### src/rtl/i2c_trk_pkg.sv
package i2c_trk_pkg;

    typedef enum logic [2:0] {
        ST_IDLE,
        ST_ADDR,
        ST_GCCMD,
        ST_ACTIVE,
        ST_IGNORE
    } trk_state_e;

    typedef enum logic [1:0] {
        GC_NONE     = 2'b00,
        GC_RST_PROG = 2'b01,
        GC_PROG     = 2'b10,
        GC_ALT      = 2'b11
    } gc_code_e;

    localparam logic [7:0] START_BYTE   = 8'h01;
    localparam logic [7:0] GC_ADDR_BYTE = 8'h00;
    localparam logic [7:0] GC_CMD_RST   = 8'h06;
    localparam logic [7:0] GC_CMD_PROG  = 8'h04;

    localparam int STS_BUSY = 14;
    localparam int STS_REP  = 13;
    localparam int STS_MID  = 11;
    localparam int STS_STOP = 10;
    localparam int STS_GC   = 8;

endpackage

### src/rtl/i2c_trk_sync.sv
module i2c_trk_sync #(
    parameter int STAGES = 2
) (
    input  logic clk,
    input  logic rst_n,
    input  logic scl_in,
    input  logic sda_in,
    output logic start_o,
    output logic stop_o,
    output logic scl_rise_o,
    output logic sda_o
);
    localparam int NLINES = 2;

    logic [NLINES-1:0] line_raw;
    logic [NLINES-1:0] line_now;
    logic [NLINES-1:0] line_prev;

    assign line_raw = {sda_in, scl_in};

    genvar g;
    generate
        for (g = 0; g < NLINES; g++) begin : g_line
            logic [STAGES-1:0] chain;
            always_ff @(posedge clk or negedge rst_n) begin
                if (!rst_n) begin
                    chain        <= '1;
                    line_prev[g] <= 1'b1;
                end else begin
                    chain        <= {chain[STAGES-2:0], line_raw[g]};
                    line_prev[g] <= chain[STAGES-1];
                end
            end
            assign line_now[g] = chain[STAGES-1];
        end
    endgenerate

    always_comb begin
        start_o    = line_now[0] && line_prev[0] && line_prev[1] && !line_now[1];
        stop_o     = line_now[0] && line_prev[0] && !line_prev[1] && line_now[1];
        scl_rise_o = line_now[0] && !line_prev[0];
        sda_o      = line_now[1];
    end

endmodule

### src/rtl/i2c_trk_shift.sv
module i2c_trk_shift #(
    parameter int BITS = 8
) (
    input  logic            clk,
    input  logic            rst_n,
    input  logic            clr,
    input  logic            scl_rise,
    input  logic            sda,
    output logic            byte_vld,
    output logic [BITS-1:0] byte_o
);
    localparam int CNT_W = $clog2(BITS + 1);

    logic [CNT_W-1:0] cnt;
    logic [BITS-2:0]  shreg;

    always_ff @(posedge clk or negedge rst_n) begin
        if (!rst_n) begin
            cnt   <= '0;
            shreg <= '0;
        end else if (clr) begin
            cnt <= '0;
        end else if (scl_rise) begin
            if (cnt == CNT_W'(BITS)) begin
                cnt <= '0;
            end else begin
                shreg <= {shreg[BITS-3:0], sda};
                cnt   <= cnt + 1'b1;
            end
        end
    end

    assign byte_vld = scl_rise && !clr && (cnt == CNT_W'(BITS - 1));
    assign byte_o   = {shreg, sda};

endmodule

### src/rtl/i2c_trk_match.sv
module i2c_trk_match #(
    parameter int NUM_ID = 4,
    parameter int ADDR_W = 7,
    localparam int IDX_W = $clog2(NUM_ID)
) (
    input  logic [ADDR_W-1:0]             addr,
    input  logic [NUM_ID-1:0][ADDR_W-1:0] ids,
    output logic                          hit,
    output logic [IDX_W-1:0]              idx
);
    logic [NUM_ID-1:0] hits;

    genvar g;
    generate
        for (g = 0; g < NUM_ID; g++) begin : g_cmp
            assign hits[g] = (ids[g] == addr);
        end
    endgenerate

    always_comb begin
        idx = '0;
        for (int k = NUM_ID - 1; k >= 0; k--) begin
            if (hits[k]) idx = IDX_W'(k);
        end
        hit = (|hits) && (addr != '0);
    end

endmodule

### src/rtl/i2c_slv_addr_tracker.sv
module i2c_slv_addr_tracker
    import i2c_trk_pkg::*;
#(
    parameter int NUM_ID      = 4,
    parameter int ADDR_W      = 7,
    parameter int SYNC_STAGES = 2,
    localparam int BYTE_W     = ADDR_W + 1,
    localparam int IDX_W      = $clog2(NUM_ID)
) (
    input  logic                          clk,
    input  logic                          rst_n,
    input  logic                          scl_in,
    input  logic                          sda_in,
    input  logic                          slv_en,
    input  logic                          gc_en,
    input  logic                          stop_irq_en,
    input  logic [NUM_ID-1:0][ADDR_W-1:0] slave_ids,
    input  logic                          status_rd,
    input  logic                          gc_id_clr,
    output logic [15:0]                   status_o,
    output logic                          irq_o
);
    logic              ev_start, ev_stop, scl_rise, sda_s;
    logic              byte_vld;
    logic [BYTE_W-1:0] rx_byte;
    logic              id_hit;
    logic [IDX_W-1:0]  id_idx;

    trk_state_e        state_q, state_d;
    logic              busy_q, rep_q, stop_q, addressed_q;
    logic [IDX_W-1:0]  mid_q;
    gc_code_e          gc_q, gc_new;

    i2c_trk_sync #(.STAGES(SYNC_STAGES)) u_sync (
        .clk        (clk),
        .rst_n      (rst_n),
        .scl_in     (scl_in),
        .sda_in     (sda_in),
        .start_o    (ev_start),
        .stop_o     (ev_stop),
        .scl_rise_o (scl_rise),
        .sda_o      (sda_s)
    );

    i2c_trk_shift #(.BITS(BYTE_W)) u_shift (
        .clk      (clk),
        .rst_n    (rst_n),
        .clr      (ev_start | ev_stop),
        .scl_rise (scl_rise),
        .sda      (sda_s),
        .byte_vld (byte_vld),
        .byte_o   (rx_byte)
    );

    i2c_trk_match #(.NUM_ID(NUM_ID), .ADDR_W(ADDR_W)) u_match (
        .addr (rx_byte[BYTE_W-1:1]),
        .ids  (slave_ids),
        .hit  (id_hit),
        .idx  (id_idx)
    );

    // next-state decode
    always_comb begin
        state_d = state_q;
        if (!slv_en) begin
            state_d = ST_IDLE;
        end else if (ev_start) begin
            state_d = ST_ADDR;
        end else if (ev_stop) begin
            state_d = ST_IDLE;
        end else begin
            unique case (state_q)
                ST_ADDR: begin
                    if (byte_vld) begin
                        if (rx_byte == START_BYTE)                state_d = ST_IGNORE;
                        else if (rx_byte == GC_ADDR_BYTE && gc_en) state_d = ST_GCCMD;
                        else if (id_hit)                           state_d = ST_ACTIVE;
                        else                                       state_d = ST_IGNORE;
                    end
                end
                ST_GCCMD: if (byte_vld) state_d = ST_ACTIVE;
                default: ;
            endcase
        end
    end

    // state register
    always_ff @(posedge clk or negedge rst_n) begin
        if (!rst_n) state_q <= ST_IDLE;
        else        state_q <= state_d;
    end

    // general-call sub-command decode
    always_comb begin
        gc_new = GC_NONE;
        if (rx_byte == GC_CMD_RST)                             gc_new = GC_RST_PROG;
        else if (rx_byte == GC_CMD_PROG)                       gc_new = GC_PROG;
        else if (rx_byte[BYTE_W-1:1] == slave_ids[NUM_ID-1])   gc_new = GC_ALT;
    end

    // status outputs
    always_ff @(posedge clk or negedge rst_n) begin
        if (!rst_n) begin
            busy_q      <= 1'b0;
            rep_q       <= 1'b0;
            stop_q      <= 1'b0;
            addressed_q <= 1'b0;
            mid_q       <= '0;
            gc_q        <= GC_NONE;
        end else if (!slv_en) begin
            busy_q      <= 1'b0;
            rep_q       <= 1'b0;
            addressed_q <= 1'b0;
        end else begin
            if (ev_start && busy_q) rep_q <= 1'b1;
            if (ev_stop) begin
                busy_q      <= 1'b0;
                rep_q       <= 1'b0;
                addressed_q <= 1'b0;
                if (addressed_q)    stop_q <= 1'b1;
                else if (status_rd) stop_q <= 1'b0;
            end else if (status_rd) begin
                stop_q <= 1'b0;
            end
            if (state_q == ST_ADDR && byte_vld) begin
                if (rx_byte == START_BYTE) begin
                    busy_q <= 1'b1;
                end else if (rx_byte == GC_ADDR_BYTE && gc_en) begin
                    busy_q      <= 1'b1;
                    addressed_q <= 1'b1;
                end else if (id_hit) begin
                    busy_q      <= 1'b1;
                    addressed_q <= 1'b1;
                    mid_q       <= id_idx;
                end
            end
            if (gc_id_clr) begin
                gc_q <= GC_NONE;
            end else if (state_q == ST_GCCMD && byte_vld && gc_new != GC_NONE) begin
                gc_q <= gc_new;
            end
        end
    end

    always_comb begin
        status_o                    = '0;
        status_o[STS_BUSY]          = busy_q;
        status_o[STS_REP]           = rep_q;
        status_o[STS_MID +: 2]      = 2'(mid_q);
        status_o[STS_STOP]          = stop_q;
        status_o[STS_GC +: 2]       = gc_q;
        irq_o                       = stop_q && stop_irq_en;
    end

endmodule

### config.mk
export PLATFORM = sky130hd
export DESIGN_NAME = i2c_slv_addr_tracker
export DESIGN_NICKNAME = d
export VERILOG_FILES = /design/src/rtl/i2c_trk_pkg.sv /design/src/rtl/i2c_trk_sync.sv /design/src/rtl/i2c_trk_shift.sv /design/src/rtl/i2c_trk_match.sv /design/src/rtl/i2c_slv_addr_tracker.sv
export SDC_FILE = /design/constraint.sdc
export NUM_CORES = 1
export LEC_CHECK = 0
export BUFFER_PORTS_ARGS = -buffer_cell sky130_fd_sc_hd__clkbuf_2
export CAP_MARGIN = 40
export CORE_MARGIN = 8
export CORE_UTILIZATION = 45
export CTS_BUF_LIST = sky130_fd_sc_hd__clkbuf_4
export CTS_CLUSTER_DIAMETER = 80
export DETAILED_ROUTE_END_ITERATION = 10
export PLACE_DENSITY_LB_ADDON = 0.1
export SYNTH_ARGS = -nofsm -noshare
export SYNTH_HDL_FRONTEND = slang
export SYNTH_SLANG_ARGS = --single-unit
### constraint.sdc
create_clock -name clk -period 1.9 [get_ports clk]
set_clock_uncertainty 0.1 [all_clocks]
set_input_delay 0.19 -clock clk [delete_from_list [all_inputs] [get_ports clk]]
set_output_delay 0.19 -clock clk [all_outputs]
set_load 0.05 [all_outputs]
### Yosys cells after proc, flatten, opt, wreduce, memory -nomap -nowiden

Index checks and enable logic that the tools add are counted.

| storage, ports and cells | value |
|---|---|
| flip-flop bits (word level) | 28 |
| input bits | 37 |
| word-level logic and storage cells | 103 |
| output and inout port bits | 17 |

| operators by class | value |
|---|---|
| muxes and demuxes | 39 |
| equal/unequal tests | 16 |
| bitwise gates (word level) | 5 |
| add/sub/neg operators | 1 |
| reductions and logical operators | 29 |

Operators with widths:

| cell | count |
|---|---|
| $eq A7 B7 Y1 | 5 |
| $mux W3 | 8 |
| $mux W1 | 18 |
| $mux W2 | 9 |
| $eq A8 B3 Y1 const B | 2 |
| $logic_and A1 B1 Y1 | 15 |
| $mux W4 | 3 |
| $ne A5 B5 Y1 const B | 2 |
| $eq A8 B1 Y1 const B | 1 |
| $logic_not A8 Y1 | 1 |
| $reduce_bool A7 Y1 | 1 |
| $pmux W3 S2 | 1 |
| $reduce_and A3 Y1 | 2 |
| $reduce_bool A2 Y1 | 3 |
| $ne A5 B1 Y1 const B | 1 |
| $reduce_and A5 Y1 | 1 |
| $add A4 B1 Y4 const B | 1 |
| $eq A4 B3 Y1 const B | 1 |
| $eq A4 B4 Y1 const B | 1 |
| $logic_not A1 Y1 | 4 |
| $not A1 Y1 | 4 |
| $reduce_or A4 Y1 | 1 |
| $eq A3 B1 Y1 const B | 1 |
| $eq A3 B2 Y1 const B | 1 |
| other kinds (3) | 3 |

### Logic depth before layout (Yosys ltp)

Gate-level depths: netlist of the first run.

| depth | value |
|---|---|
| depth in word-level cells | 12 |
| mapped depth | 6 |
| depth with buffers taken out | 6 |

### Cells and area by module

Synthesis of the first run repeated with hierarchy kept, for this count alone.

| unflattened totals | value |
|---|---|
| cell total of the unflattened synthesis | 187 |
| area total of the unflattened synthesis | 1953.1 um^2 |

Modules (own cells, without submodules):

| module | area each (um^2) | seq. area each (um^2) | cells each | times used |
|---|---|---|---|---|
| i2c_slv_addr_tracker | 824.5 | 275.3 | 87 | 1 |
| i2c_trk_shift | 514.2 | 275.3 | 40 | 1 |
| i2c_trk_match | 429.2 | 0.0 | 51 | 1 |
| i2c_trk_sync | 185.2 | 157.7 | 9 | 1 |

### Least setup slack after synthesis of the first run

No wires, ideal clock.

| path | value |
|---|---|
| path type | reg2reg |
| start | register u_shift.shreg[3] |
| end | register state_q[2] |
| data arrival time | 1694 ps |
| path buffers | 1 |
| stages on the path, launching flop included | 6 |
| library setup time | 126 ps |
| setup slack | -20 ps |
| cell sequence | dfrtp_1 > buf_6 > or4_4 > nor4_4 > nor3_2 > a221o_1 |

| on the way | value |
|---|---|
| word-level cells in the longest chain between the ends | 11 |
| elaborated cells between the ends (all ways) | 18 |
| classes of those cells | eq/ne (5); mux (8); reduce/logical (5) |

Ends and longest elaborated chain:

| element | RTL line | RTL |
|---|---|---|
| from (decl) | i2c_trk_shift.sv:15 | `logic [BITS-2:0] shreg;` |
| from (signal assigned) | i2c_trk_shift.sv:27 | `shreg <= {shreg[BITS-3:0], sda};` |
| $eq A7 B7 Y1 | i2c_trk_match.sv:16 | `assign hits[g] = (ids[g] == addr);` |
| $reduce_or A4 Y1 | i2c_trk_match.sv:25 | `hit = (\|hits) && (addr != '0);` |
| $logic_and A1 B1 Y1 | i2c_trk_match.sv:25 |  |
| $mux W3 | i2c_slv_addr_tracker.sv:77 | `else if (id_hit) state_d = ST_ACTIVE;` |
| $mux W3 | i2c_slv_addr_tracker.sv:76 | `else if (rx_byte == GC_ADDR_BYTE && gc_en) state_d = ST_GCCMD;` |
| $mux W3 * | i2c_slv_addr_tracker.sv:75 | `if (rx_byte == START_BYTE) state_d = ST_IGNORE;` |
| $mux W3 * | i2c_slv_addr_tracker.sv:74 | `if (byte_vld) begin` |
| $pmux W3 S2 * | i2c_slv_addr_tracker.sv:72 | `unique case (state_q)` |
| $mux W3 * | i2c_slv_addr_tracker.sv:69 | `end else if (ev_stop) begin` |
| $mux W3 * | i2c_slv_addr_tracker.sv:67 | `end else if (ev_start) begin` |
| $mux W3 * | i2c_slv_addr_tracker.sv:65 | `if (!slv_en) begin` |
| to (signal assigned) | i2c_slv_addr_tracker.sv:90 | `else state_q <= state_d;` |
| to (decl) | i2c_slv_addr_tracker.sv:29 | `trk_state_e state_q, state_d;` |

Every way passes the cells marked *; elsewhere a longest branch is shown, timed or not. The select of a mux whose other input is x is not followed.
A chain may end at the register's enable or synchronous reset.

### Worst setup path in the final report of the first run

| path | value |
|---|---|
| start | register u_shift.shreg[3] |
| end | register state_q[1] |

Same word-level chain as after synthesis.

==> summary.md, run 1 <==
| Metric | Value |
|---|---|
| Final Cycle Share | 1.042 |
| Post-synth EDFFs | 0 |
| Port Buf Inserts | 44 |
| GRT Residual Overflow | 0 |
| Root Driver | clkbuf_4 |
| Slowest library cell on the worst path | or4_4 |
| Synth unique cells | 45 |
| Fraction of layout cells with a size suffix above 1 | 0.4016 |
| Yosys top cell by area | dfrtp_1 |
| Die width | 79.08 um |
| #FFs+latches synth | 28 |
| Avg Cell Area, Syn | 10.00 sq um |
| Pleak | 1.035 nW |
| Startpoint types | register |
| Slew @ Worst Pin | 0.6758 ns |
| Std-Cell Rows | 23 |
| Final WL | 4250 um |
| Hold Fails Final Rpt | 0 |
| Routability congestion estimate | 0.8149 |
| Routed vias | 1467 |
| Core ar. | 0.003914 sq mm |
| FILL cells | 395 |
| Clock Sinks | 28 |
| Worst-skew pair later-pin latency | 0.32 ns |
| HP Class | in2reg |
| Mapped Cells | 179 |
| Post-synth top cells | dfrtp_1, xnor2_1, buf_4 |
| Average routed wire per standard cell | 14.46 um |
| Synth top area cells | dfrtp_1, dfstp_2, xnor2_1 |
| Syn Std Cell Area | 0.001790 sq mm |
| Ys async rst share | 1.000 |
| Pwr Density | 857.1 mW/mm^2 |
| Slew headroom | 0.5495 |
| Initial core utilization | 0.4575 |
| Setup_tns | -0.2321 ns |
| Type of the worst setup path | reg2reg |
| Hold path cells | 3 |
| Cells along the critical path | or4_4, nor4_4, buf_4, nand2_2, a21oi_2, a211oi_1 |
| Dpl ws | -0.2042 ns |
| CP endpoint kind | register |
| Post-route minimum period | 1.980 ns |
| Area Overhead vs Synth | 26.00% |
| Register area share after synthesis | 0.3955 |
| Tot GR Track Use | 0.1346 |
| Slew Viols, Final | 0 |
| Clk buf depth | 2 |
| Reg2Reg Depth | 6 |
| Cts bufs inserted | 3 |
| Crit path DAT | 2.07 ns |
| DRC | 0 |
| Detailed Route Iter0 Violations | 58 |
| Antenna cell count | 0 |
| Failing checks | setup timing |
| Unrepaired setup endpoints after global routing | yes |
| Setup-failing EPs final | 6 |
| Largest net degree at the start of global routing | 29 |
| Initial antenna violation count | 0 |
| Layout net count | 284 |
| Crit-path max FO | 6 |
| Die ar. | 0.006253 sq mm |
| Top-Level Pins | 54 |
| Maximum vdd drop | 0.5485 mV |
| CP peak stage delay | 0.58 ns |
| Share of the synthesized area in the top cell type | 0.3075 |
| CTS tree | built |
| Vias in the first global route | 1615 |
| Final worst slack | -0.07975 ns |
| Finished Layout Cells | 294 |
| Worst Path Required | 1.99 ns |
| Final core area utilization | 0.5764 |
| Top-count cell post-synth | dfrtp_1 |
| First-pass GRT wire length | 7044 um |
| F_max | 505.1 MHz |
| Die Height | 79.08 um |
| Synth Flop Type | dfrtp_1 |
| Status | finished with violations |
| Ys Warns | 0 |
| Placed instance count | 285 |
| DR pass1 iterations | 4 |
| Clk slew on worst S/H paths | 0.14 ns |
| # H-tree levels | 1 |
| Remaining antenna violation count after routing | 0 |
| Vias per Instance | 4.990 |
| Max Cap Violations | 0 |
| HPWL after DPL | 3468 um |
final timing paths:
check	from	end	slack [ns]
setup reg to reg	u_shift.shreg[3]	state_q[1]	-0.08
max in group asynchronous	rst_n	u_shift.shreg[3]	0.91
hold / removal	status_rd	stop_q	0.04
min in group asynchronous	rst_n	mid_q[0]	0.32
hold reg to reg	u_sync.g_line[0].chain[0]	u_sync.g_line[0].chain[1]	0.27
setup / recovery	u_shift.shreg[3]	state_q[1]	-0.08
layout by cell type (no fill, tap or decap), types with 2 or more instances in the layout:
cell type,instances
xnor2_1,18
o221ai_1,2
nand2b_1,6
conb_1,9
nand4_1,4
o21ai_0,7
nor4_4,2
mux2_2,6
nand3b_1,2
o22a_1,3
nand2_1,13
clkbuf_2,44
dlygate4sd3_1,3
a21oi_1,5
dfrtp_1,20
dfstp_2,6
ha_1,2
clkbuf_4,3
nor3_1,2
buf_4,25
a211oi_1,2
nor2_1,7
dfrtp_2,2
nor3b_1,2
inv_1,6
o21a_1,5
xor2_1,11
nor4_2,3
flip-flops by register name, indices dropped and copies added (netlist names):
name / flops
u_shift.shreg: 7
state_q: 3
gc_q: 2
rep_q: 1
busy_q: 1
u_sync.g_line.chain: 4
mid_q: 2
addressed_q: 1
u_sync.line_prev: 2
stop_q: 1
u_shift.cnt: 4
where the power goes:
part | switching [W] | internal [W]
Sequential | 0.000136 | 0.000696
Combinational | 0.000431 | 0.000433
Clock | 0.000162 | 0.0000768
kinds of logic (layout without fill, tap and decap cells):
logic type | count (synthesis) | after routing | synth area share
mux | 6 | 6 | 0.03773
simple gates | 52 | 52 | 0.1726
flops | 28 | 28 | 0.3955
fa+ha+maj | 2 | 2 | 0.01397
compound gates | 36 | 36 | 0.1426
buf+inv | 25 | 82 | 0.09364
xor+xnor | 29 | 29 | 0.1419
other cells | 1 | 9 | 0.002094
per-stage QoR:
stage,hold WS [ns],area (sq um),total power (W)
2_1_floorplan,-0.2056,1821,0.001399
3_3_place_gp,0.1600,2131,0.001603
3_5_place_dp,0.1678,2131,0.001628
4_1_cts,0.02971,2221,0.001914
5_1_grt,0.02081,2256,0.002077
6_report,0.04347,2256,0.001934
timing repair:
action,CTS,global route
gates resized for setup,7,4
pin swaps,0,3
hold buffers,3,0
buffers inserted,1,1
endpoints found under the hold margin,24,0
endpoints found under the setup margin,8,9
gates cloned,0,0
critical path: cells and delay by family, from the launching register on:
kind | cells | cell delay [ns]
buffers and inverters | 1 | 0.21
and+or+nand+nor | 3 | 0.89
DFF | 1 | 0.47
AOI/OAI and AO/OA | 2 | 0.18
layer usage:
metal  global-route usage  wire (um)  part of all wire
met1               0.1598       1891              0.44
met2               0.2457       2150              0.51
met3              0.02709        193             0.045
met4              0.02222         14            0.0033
met5                    0          0                 0
final cells by class:
class | count | area, sq um | area share
repair buffers | 72 | 437.9 | 0.1941
inverters | 6 | 22.52 | 0.009983
flip-flops and latches | 28 | 710.7 | 0.3150
clock inverters | 1 | 3.754 | 0.001664
clock buffers | 3 | 22.52 | 0.009983
well taps | 50 | 62.56 | 0.02773
multi-input cells | 134 | 996.0 | 0.4415
Power figures use the tool's default switching activity.
==> run 2: changes to the inputs <==
ABC_AREA = 1   (was default)
PLACE_DENSITY = 0.85   (was default)
PLACE_DENSITY_LB_ADDON = default   (was 0.1)
==> run 2 against run 1 <==
Effect of this change:
- the flow now finishes without violations
- cell count grew 27%
- first-iteration DRC count shrank 1.7%
- fmax rose by 9.8%
- clock power up 3%
- area after synthesis increased by 7.8%
- clock-buffer cell count stayed put
- sequential power decreased by 2.9%
- critical path depth is 2 higher
- synthesized cell count rose by 57%
==> summary.md, run 2 <==
| Metric | Value |
|---|---|
| Port Buf Inserts | 44 (unchanged) |
| Finished Layout Cells | 374 (was 294) |
| Cts bufs inserted | 3 (unchanged) |
| Vias in the first global route | 1684 (was 1615) |
| Type of the worst setup path | reg2reg (unchanged) |
| Setup-failing EPs final | 0 (was 6) |
| Finished Cell Area | 0.002185 sq mm (was 0.002256 sq mm) |
| Synth Flop Type | dfrtp_1 (unchanged) |
| Routed vias | 1732 (was 1467) |
| FILL cells | 411 (was 395) |
| Status | complete, no violations (was finished with violations) |
| Remaining antenna violation count after routing | 0 (unchanged) |
| Die Height | 81.48 um (was 79.08 um) |
| Layout net count | 362 (was 284) |
| Placed instance count | 366 (was 285) |
| # H-tree levels | 1 (unchanged) |
| Top-count cell post-synth | nand2_1 (was dfrtp_1) |
| Antenna cell count | 0 (unchanged) |
| Final worst slack | 0.09755 ns (was -0.07975 ns) |
| Syn Std Cell Area | 0.001929 sq mm (was 0.001790 sq mm) |
| Combinational group share of total power | 0.363 (was 0.446) |
| F_max | 554.8 MHz (was 505.1 MHz) |
| Vias per Instance | 4.631 (was 4.990) |
| Tot GR Track Use | 0.1294 (was 0.1346) |
| Initial core utilization | 0.4557 (was 0.4575) |
| Routability congestion estimate | 0.8703 (was 0.8149) |
| Regs by FF count | u_shift.shreg x7, u_shift.cnt x4, u_sync.g_line.chain x4 (unchanged) |
| Top-Level Pins | 54 (unchanged) |
| Synth top area cells | dfrtp_1, nand2_1, dfstp_2 (was dfrtp_1, dfstp_2, xnor2_1) |
| Post-synth top cells | nand2_1, inv_1, dfrtp_1 (was dfrtp_1, xnor2_1, buf_4) |
| Synth Area in Compound Gates | 0.07652 (was 0.1426) |
| Clk buf depth | 2 (unchanged) |
| Pwr Density | 757.3 mW/mm^2 (was 857.1 mW/mm^2) |
| Maximum vdd drop | 0.3609 mV (was 0.5485 mV) |
| Clock power frac | 0.149 (was 0.123) |
| Post-route minimum period | 1.802 ns (was 1.980 ns) |
| Switching share of power | 0.4039 (was 0.3764) |
| Core ar. | 0.004234 sq mm (was 0.003914 sq mm) |
| Std-Cell Rows | 24 (was 23) |
| Share of the synthesized area in the top cell type | 0.2853 (was 0.3075) |
| Clock Sinks | 28 (unchanged) |
| GRT Residual Overflow | 0 (unchanged) |
| Max Cap Violations | 0 (unchanged) |
| Sequential share of power | 0.488 (was 0.430) |
| Area Overhead vs Synth | 13.23% (was 26.00%) |
| First-pass GRT wire length | 6955 um (was 7044 um) |
| Cell Int Power | 0.0009861 W (was 0.001206 W) |
| HPWL after DPL | 3461 um (was 3468 um) |
| CTS tree | built (unchanged) |
| HP Class | in2reg (unchanged) |
| Initial antenna violation count | 0 (unchanged) |
| Worst-skew pair later-pin latency | 0.33 ns (was 0.32 ns) |
| Total power | 0.001654 W (was 0.001934 W) |
| Pleak | 1.248 nW (was 1.035 nW) |
| Slew headroom | 0.5431 (was 0.5495) |
| CP endpoint kind | register (unchanged) |
| Ys Warns | 0 (unchanged) |
| DRC | 0 (unchanged) |
| Most frequent cells in the layout | nand2_1, clkbuf_2, inv_1 (was clkbuf_2, buf_4, dfrtp_1) |
| Largest net degree at the start of global routing | 29 (unchanged) |
| Clk slew on worst S/H paths | 0.14 ns (about the same) |
| Dpl ws | 0.05227 ns (was -0.2042 ns) |
| Psw | 0.0006682 W (was 0.0007279 W) |
| Placed Area | 0.002102 sq mm (was 0.002131 sq mm) |
| Unrepaired setup endpoints after global routing | yes (unchanged) |
| Worst Path Required | 2.04 ns (was 1.99 ns) |
| Synth unique cells | 30 (was 45) |
| Final WL | 4238 um (was 4250 um) |
| Ys async rst share | 1.000 (unchanged) |
| Setup_tns | 0 ns (was -0.2321 ns) |
| Register area share after synthesis | 0.3671 (was 0.3955) |
| Post-Synth Simple-Gate Area | 0.3320 (was 0.1726) |
| Hold Fails Final Rpt | 0 (unchanged) |
| Avg Cell Area, Syn | 6.866 sq um (was 10.00 sq um) |
| Post-Synth Adder-Cell Area | 0.01297 (was 0.01398) |
| Yosys top cell by area | dfrtp_1 (unchanged) |
| Post-synth EDFFs | 0 (unchanged) |
| Largest family of logic cells by synthesized area | simple AND/OR/NAND/NOR gates (unchanged) |
| Mux share of post-synthesis cell area | 0 (was 0.03774) |
| Slew @ Worst Pin | 0.6854 ns (was 0.6758 ns) |
| Slew Viols, Final | 0 (unchanged) |
| Register bank with the most flops | u_shift.shreg (unchanged) |
| Detailed Route Iter0 Violations | 57 (was 58) |
| Number of flip-flops under the largest register name | 7 (unchanged) |
| Crit path DAT | 1.94 ns (was 2.07 ns) |
| Root Driver | clkbuf_4 (unchanged) |
| Final Cycle Share | 0.9487 (was 1.042) |
| XOR/XNOR Fraction of Synth Area | 0.04540 (was 0.1419) |
| Crit-path max FO | 3 (was 6) |
| #FFs+latches synth | 28 (unchanged) |
| Mapped Cells | 281 (was 179) |
| Fraction of layout cells with a size suffix above 1 | 0.2391 (was 0.4016) |
| Die ar. | 0.006639 sq mm (was 0.006253 sq mm) |
| Startpoint types | register (unchanged) |
| Die width | 81.48 um (was 79.08 um) |
| Average routed wire per standard cell | 11.33 um (was 14.46 um) |
| Most common cell after layout, fill and taps aside | nand2_1 (was clkbuf_2) |
| DR pass1 iterations | 4 (unchanged) |
## run 2: cell types whose count changed after synthesis, moves of 7 or more
cell and delta:
nand2_1 +90, inv_1 +32, nor2_1 +14, nand3_1 +12, xor2_1 -10, xnor2_1 -9
inv_2 +7
## run 2: routing by layer
layer | part of all wire | routed length [um] | up-vias | global-route usage
met1 | 0.40 | 1697 | 776 | 0.1420
met3 | 0.055 | 235 | 6 | 0.02407
li1 | - | - | 913 | -
met2 | 0.53 | 2254 | 37 | 0.2434
met5 | 0 | 0 | - | 0
met4 | 0.012 | 51 | 0 | 0.04107
## run 2: worst max-delay path, stage by stage (launching register included)
cell     delay, ns
dfstp_2       0.57
inv_1         0.04
or2_1         0.23
nor2_2        0.11
nand4_1       0.20
a21oi_4       0.23
o21ai_2       0.10
nand2_1       0.09
o21ai_2       0.05
## run 2: cell type report
cell class                      instances  area [sq um]  area share
Clock buffer                            3         22.52     0.01031
Tap cell                               52         65.06     0.02978
Sequential cell                        28         709.4      0.3247
Inverter                               46         173.9     0.07961
Multi-Input combinational cell        196         952.2      0.4359
Timing Repair Buffer                   48         257.7      0.1180
Clock inverter                          1         3.754    0.001718
## run 2: cells by family (layout without fill, tap and decap cells)
| group | after synthesis | count (layout) |
|---|---|---|
| flip-flops | 28 | 28 |
| XOR/XNOR | 10 | 10 |
| adder cells (fa/ha/maj) | 2 | 2 |
| AND/OR/NAND/NOR | 152 | 152 |
| AO/OA/AOI/OAI | 23 | 23 |
| buffers and inverters | 65 | 98 |
| other | 1 | 9 |
## run 2: stage by stage
stage | utilization | hold slack (ns)
floorplan | - | -0.2056
global placement | 0.4965 | 0.1613
detailed placement | 0.4965 | 0.1618
CTS | 0.5098 | 0.02058
global route | 0.5160 | 0.02175
finish | 0.5160 | 0.02751
## run 2: final timing paths
path | from | end | slack, ns | cells past startpoint
min | status_rd | stop_q | 0.03 | 3
max reg2reg | u_sync.g_line[0].chain[1] | gc_q[0] | 0.1 | 8
min reg2reg | u_sync.g_line[0].chain[0] | u_sync.g_line[0].chain[1] | 0.26 | 0
max in group asynchronous | rst_n | u_shift.shreg[0] | 0.91 | 2
min in group asynchronous | rst_n | gc_q[1] | 0.31 | 2
max | u_sync.g_line[0].chain[1] | gc_q[0] | 0.1 | 8
## run 2: what timing repair did
item	4_1_cts	5_1_grt
setup buffers	0	1
resized for setup	0	5
endpoints found under the setup margin	0	6
hold endpoints to repair	24	0
hold buffers	3	0
## run 2: power groups by stage
stage / clock network [W] / registers (W) / logic, W
4_1_cts: 0.000260 / 0.000805 / 0.000599
3_3_place_gp: 0 / 0.000811 / 0.000573
5_1_grt: 0.000275 / 0.000824 / 0.000686
3_5_place_dp: 0 / 0.000818 / 0.000591
2_1_floorplan: 0 / 0.000758 / 0.000548
6_report: 0.000246 / 0.000808 / 0.000601
==> run 3: changes to the inputs <==
CORE_UTILIZATION = 49   (was 45)
PLACE_DENSITY = 0.91   (was 0.85)
==> run 3 against run 2 <==
Effect of this change:
- worst setup slack lost 0.0056 ns
- worst hold slack gained 0.013 ns
- non-clock buffer count shrank 1
- die area shrank 6.6%
- sequential power shrank 0.7%
- via count grew 2.2%
- critical path type unchanged
- highest routed layer unchanged
==> summary.md, run 3 (synthesis results as in run 2) <==
| Metric | Value |
|---|---|
| Max layer used | met4 (unchanged) |
| Root Driver | clkbuf_4 (unchanged) |
| Clock Sinks | 28 (unchanged) |
| GRT Residual Overflow | 0 (unchanged) |
| Status | complete, no violations (unchanged) |
| Post-CTS setup buffers | 0 (unchanged) |
| Setup-failing EPs final | 0 (unchanged) |
| Maximum vdd drop | 0.5735 mV (was 0.3609 mV) |
| DR pass1 iterations | 4 (unchanged) |
| Register bank with the most flops | u_shift.shreg (unchanged) |
| Die ar. | 0.006202 sq mm (was 0.006639 sq mm) |
| Core ar. | 0.003885 sq mm (was 0.004234 sq mm) |
| First-pass GRT wire length | 7155 um (was 6955 um) |
| Final Cycle Share | 0.9516 (was 0.9487) |
| Port Buf Inserts | 44 (unchanged) |
| Slew headroom | 0.5515 (was 0.5431) |
| Crit-path max FO | 4 (was 3) |
| Cell Int Power | 0.0009846 W (was 0.0009861 W) |
| Post-route minimum period | 1.808 ns (was 1.802 ns) |
| Top-Level Pins | 54 (unchanged) |
| F_max | 553.1 MHz (was 554.8 MHz) |
| Std-Cell Rows | 23 (was 24) |
| Worst-skew pair later-pin latency | 0.33 ns (about the same) |
| Slew Viols, Final | 0 (unchanged) |
| Cts bufs inserted | 3 (unchanged) |
| Slew @ Worst Pin | 0.6727 ns (was 0.6854 ns) |
| Number of flip-flops under the largest register name | 7 (unchanged) |
| Area Overhead vs Synth | 12.26% (was 13.23%) |
| Detailed Route Iter0 Violations | 83 (was 57) |
| WL met3 | 224 um (was 235 um) |
| Antenna cell count | 0 (unchanged) |
| HP Class | in2reg (unchanged) |
| Fraction of layout cells with a size suffix above 1 | 0.2305 (was 0.2391) |
| Tot GR Track Use | 0.1373 (was 0.1294) |
| Die width | 78.75 um (was 81.48 um) |
| Type of the worst setup path | reg2reg (unchanged) |
| Largest net degree at the start of global routing | 29 (unchanged) |
| Clk slew on worst S/H paths | 0.15 ns (was 0.14 ns) |
| Unrepaired setup endpoints after global routing | yes (unchanged) |
| Sequential share of power | 0.483 (was 0.488) |
| CP endpoint kind | register (unchanged) |
| Startpoint types | register (unchanged) |
| Clk buf depth | 2 (unchanged) |
| Average routed wire per standard cell | 11.19 um (was 11.33 um) |
| Die Height | 78.75 um (was 81.48 um) |
| Routability congestion estimate | 0.8904 (was 0.8703) |
| HPWL after DPL | 3454 um (was 3461 um) |
| Hold WS | 0.04032 ns (was 0.02751 ns) |
| Setup_tns | 0 ns (unchanged) |
| Initial core utilization | 0.4966 (was 0.4557) |
| Pleak | 1.243 nW (was 1.248 nW) |
| Most frequent cells in the layout | nand2_1, clkbuf_2, inv_1 (unchanged) |
| Remaining antenna violation count after routing | 0 (unchanged) |
| Clock power frac | 0.153 (was 0.149) |
| Combinational group share of total power | 0.364 (was 0.363) |
| Layout net count | 361 (was 362) |
| Hold Fails Final Rpt | 0 (unchanged) |
| Met2 WL | 2264 um (was 2254 um) |
| Vias in the first global route | 1726 (was 1684) |
| Worst Path Required | 2.03 ns (was 2.04 ns) |
| CTS tree | built (unchanged) |
| Routed vias | 1770 (was 1732) |
| Psw | 0.0006761 W (was 0.0006682 W) |
| Regs by FF count | u_shift.shreg x7, u_shift.cnt x4, u_sync.g_line.chain x4 (unchanged) |
| Vias per Instance | 4.771 (was 4.631) |
| # H-tree levels | 1 (unchanged) |
| Post-Route M1 WL | 1611 um (was 1697 um) |
| Pwr Density | 766.8 mW/mm^2 (was 757.3 mW/mm^2) |
| DRC | 0 (unchanged) |
| Initial antenna violation count | 0 (unchanged) |
| Max Cap Violations | 0 (unchanged) |
| Switching share of power | 0.4071 (was 0.4039) |
| Most common cell after layout, fill and taps aside | nand2_1 (unchanged) |
| Final WL | 4153 um (was 4238 um) |
| Crit path DAT | 1.94 ns (about the same) |
[run 3: changes by cell type in the layout (fill, tap and decap cells not counted)]
cell / change
buf_4: -1
dfrtp_1: +1
dfrtp_2: -1
nand3_1: -1
nand3_2: +1
nor2_1: +1
nor2_2: -1
nor3_2: +1
nor3_4: -1
o21ai_1: +1
o21ai_2: -1
[run 3: final timing paths]
path                       slack, ns  cells past startpoint                   endpoint                 startpoint
max                             0.09                      8                    gc_q[0]  u_sync.g_line[0].chain[1]
min                             0.04                      3                     stop_q                  status_rd
max reg2reg                     0.09                      8                    gc_q[0]  u_sync.g_line[0].chain[1]
min reg2reg                     0.27                      0  u_sync.g_line[0].chain[1]  u_sync.g_line[0].chain[0]
max in group asynchronous       0.96                      2                     busy_q                      rst_n
min in group asynchronous       0.31                      2           u_shift.shreg[6]                      rst_n
[run 3: worst max-delay path, stage by stage, from the launching register on]
cell,delay (ns)
dfstp_2,0.58
inv_1,0.03
or2_1,0.21
nor2_1,0.16
nand4_1,0.21
a21oi_4,0.21
o21ai_2,0.09
nand2_1,0.06
o21ai_1,0.06
[run 3: power by group through the flow]
stage / clock network, W / logic [W] / registers, W
2_1_floorplan: 0 / 0.000548 / 0.000758
3_3_place_gp: 0 / 0.000575 / 0.000806
3_5_place_dp: 0 / 0.000597 / 0.000813
4_1_cts: 0.000257 / 0.000606 / 0.000802
5_1_grt: 0.000271 / 0.000690 / 0.000823
6_report: 0.000254 / 0.000605 / 0.000802
[run 3: final cells by class]
cell class                 instances  area (sq um)
fill                             380          1719
tap                               50         62.56
multi-input combinational        196         944.7
clock buffer                       3         22.52
inverter                          46         173.9
timing repair buffer              47         250.2
clock inverter                     1         3.754
sequential                        28         708.2
[run 3: routing by layer]
layer,vias up,GRT usage
li1,915,-
met1,813,0.1489
met2,36,0.2643
met3,6,0.02483
met4,0,0.03704
met5,-,0
[run 3: per-stage QoR]
stage	util	cell area (sq um)	total power, W	instances	setup WS, ns
after floorplan	-	1959	0.001306	289	0.2861
after global placement	0.5404	2100	0.001382	364	0.1282
after detailed placement	0.5404	2100	0.001410	364	0.1135
after CTS	0.5549	2156	0.001665	371	0.08911
after global routing	0.5575	2166	0.001784	371	-0.01907
final	0.5575	2166	0.001661	371	0.09199
[run 3: timing repair]
item	in CTS	in global routing
gates resized for setup	0	2
endpoints found under the hold margin	24	0
setup endpoints to repair	0	3
hold buffers	3	0
